`src/rtl/sdiv_pkg.sv`:
```
`timescale 1ns/1ps
// Package: shared constants and types for the sync divider.
// Assumes: the counter width is a power-of-two divider exponent.
package sdiv_pkg;
    localparam int DEF_CNT_W  = 5;   // divide by 2**5 = 32
    localparam int DEF_STAGES = 2;   // synchronizer depth

    typedef enum logic {
        SEL_TEST = 1'b0,
        SEL_SYNC = 1'b1
    } out_sel_e;
endpackage

```
`src/rtl/sdiv_synchronizer.sv`:
```
`timescale 1ns/1ps
// Module: multi-stage synchronizer for an asynchronous level.
// Assumes: STAGES >= 2; the input is a slow level, not a pulse.
module sdiv_synchronizer #(
    parameter int STAGES = 2
) (
    input  logic clk,
    input  logic rst_n,
    input  logic d,
    output logic q
);
    logic [STAGES-1:0] chain;

    // Shift the asynchronous level through the register chain.
    always_ff @(posedge clk) begin
        if (!rst_n) chain <= '0;
        else        chain <= {chain[STAGES-2:0], d};
    end

    assign q = chain[STAGES-1];
endmodule

```
`src/rtl/sdiv_rise_detect.sv`:
```
`timescale 1ns/1ps
// Module: 0-to-1 transition detector on a registered level.
// Assumes: the input is already synchronous to clk.
module sdiv_rise_detect (
    input  logic clk,
    input  logic rst_n,
    input  logic level,
    output logic rise
);
    logic prev;

    // Remember the level from the previous cycle.
    always_ff @(posedge clk) begin
        if (!rst_n) prev <= 1'b0;
        else        prev <= level;
    end

    assign rise = level & ~prev;

    AST_RISE_PULSE: assert property (@(posedge clk) disable iff (!rst_n)
        rise |=> !rise);
endmodule

```
`src/rtl/sdiv_counter.sv`:
```
`timescale 1ns/1ps
// Module: free-running wrap-around counter with synchronous reload.
// Assumes: load_val is stable in the cycle load is high.
module sdiv_counter #(
    parameter int W = 5
) (
    input  logic         clk,
    input  logic         rst_n,
    input  logic         load,
    input  logic [W-1:0] load_val,
    output logic [W-1:0] cnt
);
    // Load the start value or step by one, wrapping at 2**W.
    always_ff @(posedge clk) begin
        if (!rst_n)    cnt <= '0;
        else if (load) cnt <= load_val;
        else           cnt <= cnt + 1'b1;
    end

    AST_RELOAD_VALUE: assert property (@(posedge clk) disable iff (!rst_n)
        load |=> cnt == $past(load_val));
    AST_FREE_RUN: assert property (@(posedge clk) disable iff (!rst_n)
        !load |=> cnt == W'($past(cnt) + 1'b1));
endmodule

```
`src/rtl/sync_divider.sv`:
```
`timescale 1ns/1ps
// Module: divide-by-2**CNT_W sync generator, re-phased by the sync input or
// by enabling it, with the output pin shared with a test bit.
// Assumes: sync_en and start_val are synchronous to clk; sync_in is not.
module sync_divider #(
    parameter int CNT_W  = sdiv_pkg::DEF_CNT_W,
    parameter int STAGES = sdiv_pkg::DEF_STAGES
) (
    input  logic             clk,
    input  logic             rst_n,
    input  logic             sync_in,
    input  logic             sync_en,
    input  logic [CNT_W-1:0] start_val,
    input  logic             test_bit,
    output logic             sync_out
);
    import sdiv_pkg::*;

    localparam logic [CNT_W-1:0] CNT_MAX  = {CNT_W{1'b1}};
    localparam logic [CNT_W-1:0] HALF_END = CNT_MAX >> 1;

    logic             sync_lvl, sync_rise;
    logic             en_q, en_rise;
    logic             reload;
    logic [CNT_W-1:0] cnt;
    out_sel_e         sel;

    sdiv_synchronizer #(.STAGES(STAGES)) u_sync (
        .clk(clk), .rst_n(rst_n), .d(sync_in), .q(sync_lvl)
    );

    sdiv_rise_detect u_sync_edge (
        .clk(clk), .rst_n(rst_n), .level(sync_lvl), .rise(sync_rise)
    );

    // Register the enable bit once so its edge and the select are clean.
    always_ff @(posedge clk) begin
        if (!rst_n) en_q <= 1'b0;
        else        en_q <= sync_en;
    end

    sdiv_rise_detect u_en_edge (
        .clk(clk), .rst_n(rst_n), .level(en_q), .rise(en_rise)
    );

    // Either event reloads the counter; a coincident pair is a single load.
    assign reload = sync_rise | en_rise;

    sdiv_counter #(.W(CNT_W)) u_cnt (
        .clk(clk), .rst_n(rst_n), .load(reload), .load_val(start_val), .cnt(cnt)
    );

    assign sel = en_q ? SEL_SYNC : SEL_TEST;

    // Register the pin value so the select change cannot glitch it.
    always_ff @(posedge clk) begin
        if (!rst_n)               sync_out <= 1'b0;
        else if (sel == SEL_SYNC) sync_out <= ~cnt[CNT_W-1];
        else                      sync_out <= test_bit;
    end

    AST_TEST_PASS: assert property (@(posedge clk) disable iff (!rst_n)
        !en_q |=> sync_out == $past(test_bit));
    AST_HIGH_HALF_END: assert property (@(posedge clk) disable iff (!rst_n)
        (en_q && cnt == HALF_END) |=> sync_out);
    AST_LOW_HALF_END: assert property (@(posedge clk) disable iff (!rst_n)
        (en_q && cnt == CNT_MAX) |=> !sync_out);
endmodule

```
`config.mk`:
```
export PLATFORM = sky130hd
export DESIGN_NAME = sync_divider
export DESIGN_NICKNAME = d
export VERILOG_FILES = /design/src/rtl/sdiv_pkg.sv /design/src/rtl/sdiv_synchronizer.sv /design/src/rtl/sdiv_rise_detect.sv /design/src/rtl/sdiv_counter.sv /design/src/rtl/sync_divider.sv
export SDC_FILE = /design/constraint.sdc
export NUM_CORES = 1
export LEC_CHECK = 0
export BUFFER_PORTS_ARGS = -buffer_cell sky130_fd_sc_hd__buf_4
export CAP_MARGIN = 20
export CORE_AREA = 5 5 42 44
export DETAILED_ROUTE_END_ITERATION = 10
export DIE_AREA = 0 0 47 49
export PLACE_DENSITY_LB_ADDON = 0.12
export SLEW_MARGIN = 15
export SYNTH_ARGS = -nofsm -noshare
export SYNTH_HDL_FRONTEND = slang
export SYNTH_SLANG_ARGS = --single-unit
```
`constraint.sdc`:
```
create_clock -name clk -period 1.8 [get_ports clk]
set_input_delay 0.09 -clock clk [delete_from_list [all_inputs] [get_ports clk]]
set_output_delay 0.09 -clock clk [all_outputs]
set_load 0.005 [all_outputs]
```
Word level (Yosys, flattened, before mapping)
Cells that the tools add are included.

Add/subtract/negate cells: 1. Multiplexer cells: 3. Bitwise operators: 6.

Operators with widths (number): adder 5 x 1 -> 5 bit (second input constant) (1); 2-to-1 mux 5 bit (1); inverter 1 bit (3); AND 1 bit (2); 2-to-1 mux 1 bit (2); OR 1 bit (1).

Register bits after elaboration: 11. Input port bits: 10. Word-level logic and storage cells: 16.

Depth between registers and ports, before layout
Depth in word-level cells: 4. Mapped depth: 4. Gate-level depth less buffers: 4.

Modules after synthesis
Synthesis repeated with hierarchy kept, for this count alone.

Cell total of the unflattened synthesis: 41. Area, all modules: 462.9 µm².

By module, submodules not included: sdiv_counter (instances 1, cells an instance 25, area each 264.0 µm², seq. area each 100.1 µm²); sdiv_rise_detect (instances 2, cells an instance 3, area each 40.0 µm², seq. area each 20.0 µm²); sync_divider (instances 1, cells an instance 6, area each 66.3 µm², seq. area each 40.0 µm²); sdiv_synchronizer (instances 1, cells an instance 4, area each 52.6 µm², seq. area each 40.0 µm²).

Worst setup path after synthesis
Ideal clock, no wire load.

Path kind: reg2reg. Start: register u_cnt.cnt[0]. End: register u_cnt.cnt[4]. Arrival time: 909 ps. Data required time: 1714 ps. Setup slack: 806 ps. Stages on the path, launching flop included: 5. Path buffers: 0. Period minus slack after synthesis: 994 ps. Cells stage by stage: dfxtp_1 -> ha_1 -> nand3_1 -> xor2_1 -> a211oi_1.

Cells in the longest elaborated chain, start to end: 2.

Ends and longest elaborated chain: from (decl) (line sdiv_counter.sv:11) `output logic [W-1:0] cnt`; from (signal assigned) (line sdiv_counter.sv:16) `else if (load) cnt <= load_val;`; from (signal assigned) (line sdiv_counter.sv:17) `else cnt <= cnt + 1'b1;`; adder 5 x 1 -> 5 bit (line sdiv_counter.sv:17); 2-to-1 mux 5 bit (line sdiv_counter.sv:16).

No other way between the ends. A chain may end at the register's enable or synchronous reset.

Worst setup path in the final report
Same ends and word-level chain as after synthesis.

==> impl_metrics.csv <==
group,metric,value,unit
place,post-dp-hpwl,615,um
routing,final_antenna_net_count,0,
critical_path,worst_setup_end_kind,"flip-flop",
place,finalWeightedCongestion,0.750,
final_layout,layout.area.seq,220,um2
min_path,hp-class,"in -> reg",
yosys,synth-warning-count,0,
grt,wire_length_of_the_first_global_routing_pass,1390,um
critical_path,required,1.98,ns
critical_path,critical_path.reg2reg.endpoint,"u_cnt.cnt[4]",
final_layout,post_route_cells_drive_above_1_share,26.3,%
die,design.core.area,0.00140,mm2
timing,timing_hold_violations_final,0,
yosys,synth-seq-cells,11,
die,initial_util,30.2,%
timing,worst-slew-pin-transition,0.221,ns
timing,max_slew_violations,0,
job,cap_violations,0,
die,floorplan.die.width,47,um
die,dieHeight,49,um
final_layout,area_growth,29.0,%
critical_path,reg2reg_slack,0.73,ns
timing,fin_crit,1.07,ns
clocking,ctsResizeCount,0,
routing,postRouteWirelength,767,um
min_path,hold-path-endpoint,"u_sync.chain[0]",
final_layout,fillerInstances,161,
critical_path,crit_fanout,3,
critical_path,critical_path_class,"reg -> reg",
min_path,min_path_cells,2,
yosys,synthTopCellsByArea,"sky130_fd_sc_hd__dfxtp_1, sky130_fd_sc_hd__and2_1, sky130_fd_sc_hd__a21oi_1, sky130_fd_sc_hd__a211oi_1, sky130_fd_sc_hd__xor2_1",
yosys,syn_nets,54,
grt,grt_start_max_net_pins,8,
pwr,cellPowerDensity,913,mW/mm2
clocking,worstSkewPairLatency,0.27,ns
critical_path,timing.rr.start,"u_cnt.cnt[0]",
pwr,power,0.498,mW
grt,grt.overflow.total,0,
clocking,cts_max_level,1,
routing,route.detailed.wl_per_inst,10.5,um
die,fp.dieArea,0.00230,mm2
place,placed_cell_area,518,um2
routing,viasPerCell,4.55,
clocking,cts.path.max_buffers,2,
final_layout,nets,69,
final_layout,antenna_cells_inserted,0,
die,rows,14,
yosys,netlist-cell-type-count,16,
yosys,post_synth.cell_area_avg,9.84,um2
clocking,clkSinkCount,11,
yosys,synth_cells,43,
clocking,cts_hold_buf,0,
timing,finalClockSkew,0.000255,ns
yosys,sequential_share_of_the_synthesized_area,52.1,%
grt,first_global_vias,327,
timing,final-setup-viol-count,0,
routing,drt_iter0_drc,0,
critical_path,crit_arrival,1.25,ns
final_layout,non_filler_cell_area_final,546,um2
pwr,max-vdd-ir-drop,0.000516,V
run_status,status,"finished clean",
clocking,post_cts_buffers,0,
yosys,synthesis.area,423,um2
timing,part_of_the_cycle_the_worst_path_needs,59.2,%
grt,grt_util_all_layers,8.74,%
final_layout,layout.core_utilization,38.9,%
routing,drtPass1Iterations,1,
timing,slew-limit-headroom,85.2,%
clocking,cts.root.buffer_cell,"sky130_fd_sc_hd__clkbuf_4",
grt,antenna_violations_before_repair,0,
critical_path,worst_r2r_path_depth,4,
critical_path,startpoint,"u_cnt.cnt[0]",
routing,post-route-drc-count,0,
die,io_pins,11,
timing,achievable-frequency,938,MHz
place,io_buffers,10,
routing,via_count,332,
clocking,cts-buffers-inserted,3,
final_layout,area_taken_by_multi_input_logic_gates,195,um2
timing,setup_total_negative_slack,0,ns
pwr,static-leakage-power,0.233,nW
clocking,cts_tree,"yes",
critical_path,startpoint_type,"flip-flop",
clocking,clk_pin_slew_worst_paths,0.07,ns
yosys,synth_top_cell_by_area,"sky130_fd_sc_hd__dfxtp_1",
min_path,min_from,"sync_in",
timing,setup_repair_after_global_routing_missed_its_margin,"no",
yosys,yosysTopAreaCellShare,52.1,%
[layout by cell type, fill, tap and decap left out, drive strengths merged]
master	Yosys	final
a211oi	3	3
a21oi	5	5
and2	5	5
and2b	1	1
buf	0	10
clkbuf	0	3
clkinv	0	1
dfxtp	11	11
ha	1	1
inv	2	2
mux2i	1	1
nand2b	2	2
nand3	3	3
nor2	2	2
nor2b	1	1
o21ai	2	2
or3	1	1
xnor2	1	1
xor2	2	2
[report_power, final]
part	switching, mW	internal, mW
logic	0.0230	0.0353
registers	0.0110	0.261
clock network	0.0854	0.0822
total	0.119	0.378
[metrics by stage]
step,hold slack (ns),instances,worst slack (ns)
5_1_grt,0.0182,73,0.650
6_report,0.0274,73,0.734
3_3_place_gp,0.298,69,0.772
2_1_floorplan,0.212,43,0.806
3_5_place_dp,0.304,69,0.737
4_1_cts,0.0179,73,0.721
[routing by layer]
metal | track usage (%) | share of wire (%) | vias to the layer above
met4 | 2.76 | 0 | 0
met5 | 0 | 0 | -
li1 | - | - | 175
met2 | 12.2 | 49 | 11
met1 | 9.93 | 40 | 146
met3 | 7.01 | 11 | 0
[cell type report]
type / instances / share of cell area (%)
Clock buffer: 3 / 4.13
Multi-Input combinational cell: 30 / 35.8
Sequential cell: 11 / 40.4
Timing Repair Buffer: 10 / 13.8
Inverter: 2 / 1.38
Tap cell: 16 / 3.67
Clock inverter: 1 / 0.917
[how the worst max path moves through the flow]
stage          slack (ns)            to  cells after the start
5_1_grt              0.65  u_cnt.cnt[4]                      4
4_1_cts              0.72  u_cnt.cnt[4]                      4
3_5_place_dp         0.74  u_cnt.cnt[4]                      4
6_report             0.73  u_cnt.cnt[4]                      4
2_1_floorplan        0.81  u_cnt.cnt[4]                      4
3_3_place_gp         0.77  u_cnt.cnt[4]                      4
[cells in the mapped netlist]
cell,n
sky130_fd_sc_hd__a211oi_1,3
sky130_fd_sc_hd__ha_1,1
sky130_fd_sc_hd__nor2_1,2
sky130_fd_sc_hd__xor2_1,2
sky130_fd_sc_hd__dfxtp_1,11
sky130_fd_sc_hd__and2_1,5
sky130_fd_sc_hd__mux2i_1,1
sky130_fd_sc_hd__or3_1,1
sky130_fd_sc_hd__nand3_1,3
sky130_fd_sc_hd__nor2b_1,1
sky130_fd_sc_hd__nand2b_1,2
sky130_fd_sc_hd__xnor2_1,1
sky130_fd_sc_hd__a21oi_1,5
sky130_fd_sc_hd__and2b_4,1
sky130_fd_sc_hd__inv_1,2
sky130_fd_sc_hd__o21ai_1,2
[critical path: stages (launching register included)]
cell and delay (ns):
sky130_fd_sc_hd__dfxtp_1 0.35, sky130_fd_sc_hd__ha_1 0.18, sky130_fd_sc_hd__nand3_1 0.09, sky130_fd_sc_hd__xor2_1 0.15
sky130_fd_sc_hd__a211oi_1 0.22
[flip-flops by register name, indices dropped and copies added, names as in the netlist]
signal and count:
u_cnt.cnt 5, en_q 1, u_sync_edge.prev 1, sync_out 1, u_en_edge.prev 1, u_sync.chain 2
[logic make-up after synthesis]
| kind of cell | share of synthesized area (%) |
|---|---|
| adder cells (fa/ha/maj) | 2.96 |
| flip-flops | 52.1 |
| AND/OR/NAND/NOR | 21.0 |
| multiplexers | 2.37 |
| buffers and inverters | 1.78 |
| AO/OA/AOI/OAI | 13.6 |
| XOR/XNOR | 6.21 |
(Power assumes the default switching activity.)
